$ cat src/rtl/bypass_conn_ctrl.sv
module bypass_conn_ctrl #(
  parameter int NCONN = 5,
  parameter int NBUF = 4,
  parameter int BUF_BYTES = 1024,
  parameter int BUF_BASE = 32'h0000_1000,
  parameter int LEN_W = 16,
  localparam int CW = $clog2(NCONN),
  localparam int BW = (NBUF > 1) ? $clog2(NBUF) : 1,
  localparam int AW = CW + 3
) (
  input  logic             clk,
  input  logic             rst_n,
  input  logic             cmd_valid,
  input  logic [1:0]       cmd_op,
  input  logic [CW-1:0]    cmd_conn,
  input  logic [31:0]      cmd_seq,
  input  logic [31:0]      cmd_lwe,
  input  logic [31:0]      cmd_uwe,
  input  logic [31:0]      cmd_dref,
  input  logic [31:0]      cmd_src,
  input  logic [LEN_W-1:0] cmd_len,
  output logic             host_tag,
  output logic             sync_done,
  output logic             full,
  output logic             xfer_err,
  output logic             dma_go,
  output logic [31:0]      dma_src,
  output logic [31:0]      dma_dst,
  output logic [LEN_W-1:0] dma_len,
  input  logic             dma_done,
  input  logic [BW-1:0]    dma_done_buf,
  input  logic             eng_take,
  input  logic [BW-1:0]    eng_take_buf,
  input  logic             eng_rel,
  input  logic [BW-1:0]    eng_rel_buf,
  output logic             rdy_valid,
  output logic [BW-1:0]    rdy_buf,
  input  logic             reg_wr,
  input  logic [AW-1:0]    reg_addr,
  input  logic [31:0]      reg_wdata,
  output logic [31:0]      reg_rdata
);
  localparam logic [1:0] S_FREE = 2'd0, S_FILLING = 2'd1, S_FILLED = 2'd2, S_DONE = 2'd3;
  localparam logic [CW:0] NCONN_V = NCONN[CW:0];
  localparam int NWORDS = NCONN * 8;

  logic [31:0]   cb [NWORDS];
  logic [1:0]    st [NBUF];
  logic [CW-1:0] owner [NBUF];
  logic [BW-1:0] wp;
  logic          sync_pend;
  logic [CW-1:0] sync_conn;
  logic          drained;
  logic [2*NBUF-1:0] st_flat;

  wire acc      = cmd_valid && ({1'b0, cmd_conn} < NCONN_V) && !sync_pend;
  wire is_start = acc && cmd_op == 2'd0;
  wire is_xfer  = acc && cmd_op == 2'd1;
  wire is_sync  = acc && cmd_op == 2'd2;
  wire is_rest  = acc && cmd_op == 2'd3;
  wire xfer_ok  = is_xfer && !full;
  wire rd_ok    = {1'b0, reg_addr[AW-1:3]} < NCONN_V;

  assign full = st[wp] != S_FREE;
  assign reg_rdata = rd_ok ? cb[reg_addr] : 32'd0;

  always_comb begin
    drained = 1'b1;
    rdy_valid = 1'b0;
    rdy_buf = '0;
    for (int i = NBUF - 1; i >= 0; i--) begin
      if (owner[i] == sync_conn && (st[i] == S_FILLING || st[i] == S_FILLED)) drained = 1'b0;
      if (st[i] == S_FILLED) begin
        rdy_valid = 1'b1;
        rdy_buf = BW'(i);
      end
    end
  end

  always_comb
    for (int i = 0; i < NBUF; i++) st_flat[2*i +: 2] = st[i];

  always_ff @(posedge clk) begin
    if (!rst_n) begin
      for (int i = 0; i < NWORDS; i++) cb[i] <= '0;
    end else if (is_start || is_rest) begin
      cb[{cmd_conn, 3'd0}] <= cmd_seq;
      cb[{cmd_conn, 3'd1}] <= cmd_lwe;
      cb[{cmd_conn, 3'd2}] <= cmd_uwe;
      if (is_start) cb[{cmd_conn, 3'd3}] <= cmd_dref;
    end else if (reg_wr && rd_ok && !cmd_valid) begin
      cb[reg_addr] <= reg_wdata;
    end
  end

  always_ff @(posedge clk) begin
    if (!rst_n) begin
      for (int i = 0; i < NBUF; i++) begin
        st[i] <= S_FREE;
        owner[i] <= '0;
      end
    end else begin
      for (int i = 0; i < NBUF; i++) begin
        if (xfer_ok && wp == BW'(i)) begin
          st[i] <= S_FILLING;
          owner[i] <= cmd_conn;
        end else if (dma_done && dma_done_buf == BW'(i) && st[i] == S_FILLING) st[i] <= S_FILLED;
        else if (eng_take && eng_take_buf == BW'(i) && st[i] == S_FILLED) st[i] <= S_DONE;
        else if (eng_rel && eng_rel_buf == BW'(i) && st[i] == S_DONE) st[i] <= S_FREE;
      end
    end
  end

  always_ff @(posedge clk) begin
    if (!rst_n) begin
      wp <= '0;
      sync_pend <= 1'b0;
      sync_conn <= '0;
      host_tag <= 1'b0;
      sync_done <= 1'b0;
      xfer_err <= 1'b0;
      dma_go <= 1'b0;
      dma_src <= '0;
      dma_dst <= '0;
      dma_len <= '0;
    end else begin
      dma_go <= xfer_ok;
      if (is_xfer) xfer_err <= full;
      if (xfer_ok) begin
        wp <= (wp == BW'(NBUF - 1)) ? '0 : wp + 1'b1;
        dma_src <= cmd_src;
        dma_len <= cmd_len;
        dma_dst <= 32'(BUF_BASE) + 32'(wp) * 32'(BUF_BYTES);
      end
      if (is_sync) begin
        sync_pend <= 1'b1;
        sync_conn <= cmd_conn;
      end else if (sync_pend && drained) sync_pend <= 1'b0;
      sync_done <= sync_pend && drained;
      host_tag <= acc || (sync_pend && !drained);
    end
  end
endmodule

$ cat config.mk
export PLATFORM = sky130hd
export DESIGN_NAME = bypass_conn_ctrl
export DESIGN_NICKNAME = d
export VERILOG_FILES = /design/src/rtl/bypass_conn_ctrl.sv
export SDC_FILE = /design/constraint.sdc
export NUM_CORES = 2
export LEC_CHECK = 0
export BUFFER_PORTS_ARGS = -buffer_cell sky130_fd_sc_hd__buf_2
export CAP_MARGIN = 20
export CORE_MARGIN = 1
export CORE_UTILIZATION = 30
export CTS_BUF_LIST = sky130_fd_sc_hd__clkbuf_2 sky130_fd_sc_hd__clkbuf_4 sky130_fd_sc_hd__clkbuf_8
export CTS_CLUSTER_SIZE = 8
export DETAILED_ROUTE_END_ITERATION = 10
export PLACE_DENSITY = 0.49
export SLEW_MARGIN = 20
export SYNTH_ARGS = -nofsm -noshare
export SYNTH_HDL_FRONTEND = slang
export SYNTH_SLANG_ARGS = --single-unit
$ cat constraint.sdc
create_clock -name clk -period 8.3 [get_ports clk]
set_input_delay 0.83 -clock clk [delete_from_list [all_inputs] [get_ports clk]]
set_output_delay 0.83 -clock clk [all_outputs]
set_load 0.02 [all_outputs]
==> flow_summary.json <==
{
  "status": "complete, no violations",
  "ys_warn_count": 0,
  "syn_inst": 4681,
  "fin_setup_tns_ps": 0,
  "port-buffer-count": 322,
  "ys_ff_latch": 1363,
  "finalSetupViolCount": 0,
  "power_leakage_nw": 25.9,
  "rows": 169,
  "nets": 5192,
  "avgSynthCellArea_um2": 13.7,
  "path_buf_inv": 4,
  "reg2regPathDepth": 6,
  "io_pins": 352,
  "gp_congestion": 0.900,
  "drt_iter0_drc": 8003,
  "worst_slack_ps": 2450,
  "start_kind": "primary input",
  "clk_path_buf_depth": 4,
  "wl_per_cell_um": 41.0,
  "synth_most_common_cell": "edfxtp_1",
  "min_path_type": "primary input to flip-flop",
  "cts_root_buf": "clkbuf_8",
  "end_kind": "output pin",
  "async_flop_share_pct": 0,
  "place_ws_ps": 2740,
  "drv_cap": 0,
  "grt_pass1_wl_um": 431000,
  "synth_common_cells": "1,300 x edfxtp_1, 657 x and2_1, 655 x a22o_1",
  "n_fill_cell": 20700,
  "cts_resized": 0,
  "path_depth": 9,
  "die-area_mm2": 0.216,
  "clk_latency_ps": 1080,
  "rsz0062_at_grt": "false",
  "grt_util_all_layers_pct": 29.3,
  "cpPeakStageDelay_ps": 730,
  "core_mm2": 0.213,
  "drv_slew": 0,
  "worst_pin_slew_ps": 1270,
  "hold_slack_ps": 95.1,
  "synth_cell_types": 78,
  "synth_top_area_cell": "edfxtp_1",
  "firstDrtPassIters": 6,
  "crit_path_max_fanout": 65,
  "p_clk_share_pct": 40.9,
  "totalPowerFinal_mw": 16.3,
  "grt_max_degree": 84,
  "slew_headroom_pct": 15.5,
  "max_freq_mhz": 171,
  "period_minus_slack_ps": 5850,
  "syn_to_final_growth_pct": 16.2,
  "ant_nets": 0,
  "syn_area_mm2": 0.0643,
  "die_h_um": 465,
  "die_w_um": 465,
  "yosys-top-cells-area": "edfxtp_1 61%, a22o_1 8.9%, and2_1 6.4%, mux4_2 3.4%, clkbuf_1 2.1%",
  "yosysSeqAreaShare_pct": 62.7,
  "switching_power_mw": 4.44,
  "drive_above_1_share_pct": 23.7,
  "drt-total-wl_um": 326000,
  "path_delay_family": "buffers and inverters",
  "hold_depth": 3,
  "drc": 0,
  "start_util_pct": 30.3,
  "clock_skew_ps": 135,
  "netSwitchingFraction_pct": 27.2,
  "crit_type": "primary input to output pin",
  "ir_worst_vdd_mv": 0.200,
  "synth_ff_type": "edfxtp_1",
  "num_vias": 49900,
  "vias_per_cell": 6.28,
  "dp_hpwl_um": 189000,
  "internal_power_mw": 11.9,
  "arrival_ps": 5020,
  "finalHoldViolCount": 0,
  "cpMaxStageDelayCell": "a222oi_1",
  "cts_tree": "done",
  "htree_levels": 5,
  "clkSlewWorstSetupHoldPaths_ps": 50,
  "required_ps": 7470,
  "numCtsBuffers": 274,
  "grt_pass1_vias": 47500,
  "ctsHoldBuffers": 19,
  "synth_top_area_share_pct": 60.7,
  "synth-edff-count": 1300,
  "pwr-share-comb_pct": 10.1,
  "cts_setup_buffers": 0,
  "power-per-cell-area_mw_per_mm2": 219,
  "grt_antenna_before_repair": 53,
  "grt_overflow": 0,
  "p_seq_share_pct": 49.0,
  "fin_crit_sh_pct": 70.5,
  "cts.sinks": 1363,
  "path_cells": "buf_8 > buf_12 > buf_4 > mux2_2 > a221oi_1 > o22ai_1 > a222oi_1 > o31ai_2 > buf_2"
}
[tightest hold or removal path: stages]
cell	delay [ps]
buf_2	100
nand2_1	40
a21boi_0	60
[registers in the layout, summed over array words and instances, names as in the netlist, named ones only]
| name | flops |
|---|---|
| cb | 1280 |
| dma_src | 32 |
| dma_len | 16 |
| owner | 12 |
| st | 8 |
| dma_dst | 3 |
| sync_conn | 3 |
| wp | 2 |
| dma_go | 1 |
| host_tag | 1 |
| sync_done | 1 |
| sync_pend | 1 |
| xfer_err | 1 |
[placed cells by master (no fill, tap or decap), drive strengths merged, types with 96 or more instances in the layout]
cell | netlist | final
clkbuf | 354 | 361
nor2 | 101 | 101
a22oi | 113 | 113
mux4 | 96 | 96
mux2 | 108 | 108
a221oi | 138 | 138
buf | 198 | 492
and2 | 657 | 657
a22o | 655 | 655
nand2 | 234 | 234
edfxtp | 1300 | 1300
[cells by family (layout without fill, tap and decap cells)]
logic type,count (synthesis),count (layout),synth area share (%)
xor gates and xnor gates,14,14,0.191
AOI/OAI and AO/OA,1315,1315,16.6
other,1,50,0.00583
and+or+nand+nor,1105,1105,9.65
muxes,296,296,6.69
adders and majority gates,16,16,0.311
buffers and inverters,571,973,3.92
DFF,1363,1363,62.7
[metrics by stage]
stage	instances	instance area [um2]	util, %
after detailed placement	7470	69500	32.7
after global routing	7936	74700	35.1
after global placement	7463	69300	32.6
final	7953	74700	35.2
after floorplan	4709	64400	-
after CTS	7932	74600	35.1
[routing by layer]
layer / global-route usage, % / vias up / routed length [um]
met5: 0 / - / 139
met2: 42.7 / 4323 / 139000
met1: 38.3 / 25800 / 124000
met4: 15.7 / 18 / 18900
met3: 9.73 / 939 / 43800
li1: - / 18800 / -
[final cells by class]
cell class | count | area, um2 | area share [%]
multi-input cells | 2775 | 22500 | 30.2
diodes | 21 | 52.6 | 0.0703
inverters | 19 | 75.1 | 0.100
clock buffers | 361 | 4470 | 5.99
repair buffers | 511 | 3270 | 4.37
flip-flops and latches | 1363 | 40300 | 53.9
well taps | 2821 | 3530 | 4.73
clock inverters | 82 | 463 | 0.620
[path summary, 6_finish.rpt]
path,start,to,slack (ps)
max reg2reg,sync_pend,cb[35][2],4300
min,cmd_len[3],dma_len[3],100
max,reg_addr[1],reg_rdata[6],2450
min reg2reg,dma_len[5],dma_len[5],460
[power groups by stage]
stage	sequential (mW)	clock, mW	combinational, mW
global route	8.03	7.00	1.65
floorplan	8.11	0	0.741
finish	8.01	6.69	1.65
global placement	8.14	0	1.57
CTS	8.01	6.70	1.59
detailed placement	8.14	0	1.58
No activity file was read; power rests on OpenSTA's default activity.
